--- src/rtl/scan_access_pkg.sv ---
package scan_access_pkg;
  // strobes from the control to the frame datapath
  typedef struct packed {
    logic cap;
    logic shift;
    logic upd;
  } accCtl_t;
endpackage

--- src/rtl/scan_access_ctrl.sv ---
module scan_access_ctrl
  import scan_access_pkg::*;
#(
  parameter int CHAIN_W = 5,
  parameter int ACCESS_CHAIN = 0
) (
  input  logic               clk,
  input  logic               rstN,
  input  logic               tapReset,
  input  logic               irSelChain,
  input  logic               irAccess,
  input  logic               captureDr,
  input  logic               shiftDr,
  input  logic               updateDr,
  input  logic               tdi,
  output accCtl_t            ctl,
  output logic               accOn,
  output logic               selTdo,
  output logic [CHAIN_W-1:0] chainSel
);
  localparam logic [CHAIN_W-1:0] AccChain = CHAIN_W'(ACCESS_CHAIN);

  logic [CHAIN_W-1:0] chainNum;
  logic [CHAIN_W-1:0] selSr;

  always_ff @(posedge clk or negedge rstN) begin
    if (!rstN) begin
      chainNum <= '0;
      selSr    <= '0;
    end else if (tapReset) begin
      chainNum <= '0;
      selSr    <= '0;
    end else if (irSelChain) begin
      if (captureDr)      selSr    <= chainNum;
      else if (shiftDr)   selSr    <= {tdi, selSr[CHAIN_W-1:1]};
      else if (updateDr)  chainNum <= selSr;
    end
  end

  always_comb begin
    accOn     = irAccess && !irSelChain && (chainNum == AccChain);
    ctl.cap   = accOn && captureDr;
    ctl.shift = accOn && shiftDr;
    ctl.upd   = accOn && updateDr;
    selTdo    = irSelChain && selSr[0];
  end

  assign chainSel = chainNum;
endmodule

--- src/rtl/scan_access_dp.sv ---
module scan_access_dp
  import scan_access_pkg::*;
#(
  parameter int DATA_W = 32,
  parameter int ADDR_W = 7
) (
  input  logic              clk,
  input  logic              rstN,
  input  logic              tapReset,
  input  accCtl_t           ctl,
  input  logic              tdi,
  input  logic [DATA_W-1:0] regRdData,
  output logic              accTdo,
  output logic [ADDR_W-1:0] regAddr,
  output logic [DATA_W-1:0] regWrData,
  output logic              regWrEn,
  output logic              regRdStrobe
);
  localparam int FrameW  = DATA_W + ADDR_W + 1;
  localparam int AddrLo  = DATA_W;
  localparam int AddrHi  = DATA_W + ADDR_W - 1;
  localparam int FlagBit = FrameW - 1;

  logic [FrameW-1:0] frameSr;
  logic [ADDR_W-1:0] rdAddr;
  logic              isWrite;

  assign isWrite = frameSr[FlagBit];

  always_ff @(posedge clk or negedge rstN) begin
    if (!rstN) begin
      frameSr <= '0;
      rdAddr  <= '0;
    end else if (tapReset) begin
      frameSr <= '0;
      rdAddr  <= '0;
    end else begin
      if (ctl.cap)        frameSr <= {{(ADDR_W + 1){1'b0}}, regRdData};
      else if (ctl.shift) frameSr <= {tdi, frameSr[FrameW-1:1]};
      if (ctl.upd && !isWrite) rdAddr <= frameSr[AddrHi:AddrLo];
    end
  end

  always_comb begin
    regWrEn     = ctl.upd && isWrite;
    regAddr     = regWrEn ? frameSr[AddrHi:AddrLo] : rdAddr;
    regWrData   = frameSr[DATA_W-1:0];
    regRdStrobe = ctl.cap;
    accTdo      = frameSr[0];
  end
endmodule

--- src/rtl/scan_access_top.sv ---
module scan_access_top
  import scan_access_pkg::*;
#(
  parameter int DATA_W = 32,
  parameter int ADDR_W = 7,
  parameter int CHAIN_W = 5,
  parameter int ACCESS_CHAIN = 0
) (
  input  logic               clk,
  input  logic               rstN,
  input  logic               tapReset,
  input  logic               irSelChain,
  input  logic               irAccess,
  input  logic               captureDr,
  input  logic               shiftDr,
  input  logic               updateDr,
  input  logic               tdi,
  output logic               tdo,
  output logic [CHAIN_W-1:0] chainSel,
  output logic [ADDR_W-1:0]  regAddr,
  output logic [DATA_W-1:0]  regWrData,
  output logic               regWrEn,
  input  logic [DATA_W-1:0]  regRdData,
  output logic               regRdStrobe
);
  accCtl_t ctl;
  logic    accOn;
  logic    selTdo;
  logic    accTdo;

  scan_access_ctrl #(.CHAIN_W(CHAIN_W), .ACCESS_CHAIN(ACCESS_CHAIN)) uCtrl (
    .clk(clk), .rstN(rstN), .tapReset(tapReset),
    .irSelChain(irSelChain), .irAccess(irAccess),
    .captureDr(captureDr), .shiftDr(shiftDr), .updateDr(updateDr),
    .tdi(tdi), .ctl(ctl), .accOn(accOn), .selTdo(selTdo), .chainSel(chainSel)
  );

  scan_access_dp #(.DATA_W(DATA_W), .ADDR_W(ADDR_W)) uDp (
    .clk(clk), .rstN(rstN), .tapReset(tapReset), .ctl(ctl), .tdi(tdi),
    .regRdData(regRdData), .accTdo(accTdo), .regAddr(regAddr),
    .regWrData(regWrData), .regWrEn(regWrEn), .regRdStrobe(regRdStrobe)
  );

  assign tdo = selTdo | (accOn & accTdo);
endmodule

--- config.mk ---
export PLATFORM = sky130hd
export DESIGN_NAME = scan_access_top
export DESIGN_NICKNAME = d
export VERILOG_FILES = /design/src/rtl/scan_access_pkg.sv /design/src/rtl/scan_access_ctrl.sv /design/src/rtl/scan_access_dp.sv /design/src/rtl/scan_access_top.sv
export SDC_FILE = /design/constraint.sdc
export NUM_CORES = 1
export LEC_CHECK = 0
export ABC_CLOCK_PERIOD_IN_PS = 1700
export BUFFER_PORTS_ARGS = -buffer_cell sky130_fd_sc_hd__buf_2
export CORE_MARGIN = 10
export CORE_UTILIZATION = 47
export CTS_CLUSTER_SIZE = 14
export DETAILED_ROUTE_END_ITERATION = 8
export PLACE_DENSITY = 0.79
export SLEW_MARGIN = 20
export SYNTH_ARGS = -nofsm -noshare
export SYNTH_HDL_FRONTEND = slang
export SYNTH_SLANG_ARGS = --single-unit
--- constraint.sdc ---
create_clock -name clk -period 1.7 [get_ports clk]
set_input_delay 0 -clock clk [delete_from_list [all_inputs] [get_ports clk]]
set_output_delay 0 -clock clk [all_outputs]
set_load 0.05 [all_outputs]
==> flow_summary.ini <==
[outcome]
status = finished with violations
violations = hold timing, setup timing

[yosys]
syn-mean-instance-area_sq_um = 11.6
syn_inst = 257
synth.area.top_cells = dfrtp_1 (48%), mux2i_1 (16%), o2bb2ai_1 (9.7%)
synth_area_sq_um = 2990
yosysTopAreaCell = dfrtp_1
yosys_warnings = 0
synth_cell_type_count = 26
yosysSeqAreaShare = 0.477
synth_nets = 298
synth.top_cell.area_share = 0.477
ys_seq_elements = 57

[critical_path]
slowest_delay_ns = 0.41
crit_chain = nor3b_4, and2_4, nand3_4, mux2_4, buf_6
r2r_cells = 6
r2r_start = uCtrl.chainSel[4]
start_kind = register
timing.rr.end = uDp.frameSr[23]
arrival_ns = 1.95
cp.required_ns = 1.70
r2r_slack_ns = -0.08
path_max_fanout = 7
worstSetupStartpoint = uCtrl.chainSel[1]
crit_path_end_kind = output port
crit_type = register to output port
crit_slowest_cell = dfrtp_1

[finish]
fin_area_sq_um = 4100
final_util = 0.653
nNetsFinal = 395
nFillCells = 494
syn2layout_area_growth_pct = 37.1
diodes = 0
drive_gt1_frac = 0.422

[min_path]
hold_path_depth = 3
hold_path.class = primary input to register
hp-start = regRdData[14]
min_to = uDp.frameSr[14]

[power_and_ir_drop]
irDropWorstVdd_mv = 0.474
powerDensity_nw_per_um2 = 746
power_w = 0.00306
p_leak_nw = 2.15

[timing]
hold_viol = 1
finalSetupViolations = 46
rsz0062_at_grt = true
period_needed_ns = 1.95
clock.fmax_ghz = 0.514
slew_viol_final = 0
slew_headroom = 0.577
fin_crit_sh = 1.14
whs_ns = -0.0131
layout_setup_ws_ns = -0.245
skew_ns = 0.00871
tightest_slew_ns = 0.634

[placed_design]
port_buffers = 87
place.gp.congestion = 0.764
dpl-instance-area_sq_um = 3350
pre_cts_ws_ns = -0.128
place_hpwl_microns = 4830

[floorplanning]
start_util = 0.476
dieArea_sq_um = 9950
dieWidth_microns = 99.8
top_level_ports = 88
fp.dieH_microns = 99.8
row_count = 29
core_sq_um = 6280

[route]
drtIter0Drc = 71
wirelength_microns = 7730
ant_nets = 0
drc_errors = 0
drt-vias-per-instance = 5.25
vias = 2282
routedWlPerCell_microns = 17.8
drtPass1Iterations = 6

[clock_network]
tritoncts = built
cts.sinks = 57
insertion_delay_ns = 0.32
clk_pin_slew_ns = 0.07
htreeDepth = 3
cts_buffers = 9
root_buffer = clkbuf_8
cts.path.max_buffers = 2

[grt]
grtUsageTotal = 0.151
use_met1 = 0.181
grt_pass1_wl_microns = 12300
grt_pass1_vias = 2420
busiest_layer = met2
met3_usage = 0.0347
grt_max_degree = 34
gr-usage-met2 = 0.249
antenna_found_initial = 0
overflow = 0

[run]
maxCapViolations = 0
-- power breakdown --
part / internal (W) / leakage (nW) / switching (W)
Combinational: 0.000190 / 1.27 / 0.000216
Clock: 0.000744 / 0.102 / 0.000513
Sequential: 0.00138 / 0.785 / 0.0000176
-- per-layer routing --
metal | routed length (microns) | vias to the layer above
li1 | - | 1096
met1 | 3230 | 1126
met2 | 4020 | 50
met3 | 354 | 10
met4 | 119 | 0
met5 | 0 | -
-- worst max-delay path, delay by kind of cell, from the launching register on --
family / cells / cell delay [ns]
mux: 1 / 0.35
simple gates: 3 / 0.72
flops: 1 / 0.41
buf+inv: 1 / 0.15
-- sequential cells by signal, indices dropped and copies added, names as in the netlist --
signal          cells
uCtrl.chainSel      5
uCtrl.selSr         5
uDp.frameSr        40
uDp.rdAddr          7
-- logic make-up after synthesis --
kind of cell	Yosys count	share of synthesized area
AOI/OAI and AO/OA	46	0.124
DFF	57	0.477
muxes	56	0.190
buffers and inverters	51	0.116
and+or+nand+nor	47	0.0925
-- metrics by stage --
step,hold WS [ns],setup TNS [ns],cells
6_report,-0.0131,-3.77,435
5_1_grt,0.00669,-9.29,435
4_1_cts,0.00932,-6.86,432
3_5_place_dp,0.0312,-2.88,381
3_3_place_gp,0.0237,-0.0645,381
2_1_floorplan,-0.296,-1.80,257
-- synthesized netlist by cell type, drive strengths merged --
| master | n |
|---|---|
| clkbuf | 9 |
| nor4bb | 1 |
| nand2 | 8 |
| or3b | 7 |
| mux2 | 7 |
| dfrtp | 57 |
| buf | 42 |
| and2 | 2 |
| and3 | 2 |
| nor4 | 1 |
| nor2 | 18 |
| a22o | 1 |
| a21oi | 7 |
| o2bb2ai | 33 |
| mux2i | 49 |
| nand3 | 2 |
| nor3b | 1 |
| or2 | 1 |
| nor2b | 2 |
| nand4b | 1 |
| a211oi | 5 |
| nand3b | 1 |
-- cells in the final DEF, fill, tap and decap left out, types with 2 or more instances in the layout --
| cell | count |
|---|---|
| a211oi_1 | 5 |
| nand2_1 | 8 |
| or3b_1 | 3 |
| dlygate4sd3_1 | 33 |
| mux2_4 | 7 |
| clkinv_2 | 2 |
| dfrtp_1 | 53 |
| buf_6 | 13 |
| and2_4 | 2 |
| buf_4 | 9 |
| o2bb2ai_1 | 28 |
| a21oi_1 | 6 |
| mux2i_1 | 47 |
| dfrtp_2 | 4 |
| o2bb2ai_2 | 4 |
| clkbuf_8 | 11 |
| buf_2 | 77 |
| or3b_2 | 3 |
| buf_8 | 2 |
| buf_12 | 3 |
| nor2_1 | 18 |
-- how the worst max path moves through the flow --
| stage | endpoint |
|---|---|
| 6_report | regAddr[6] |
| 5_1_grt | regAddr[6] |
| 4_1_cts | regAddr[6] |
| 3_5_place_dp | uDp.frameSr[14] |
| 3_3_place_gp | uDp.frameSr[32] |
| 2_1_floorplan | uDp.frameSr[36] |
-- layout make-up --
cell class                 count  area (sq um)  area share
sequential                    57          1430       0.349
clock inverter                 3          40.0     0.00977
multi-input combinational    149          1360       0.331
timing repair buffer         137          1020       0.249
clock buffer                  12           155      0.0379
tap                           77          96.3      0.0235
-- timing repair --
item	CTS	global route
endpoints found under the hold margin	55	0
pin swaps	2	1
endpoints found under the setup margin	46	52
resized for setup	21	23
setup buffers	3	4
hold buffers	33	0
gates cloned	0	0
(Power assumes the default switching activity.)
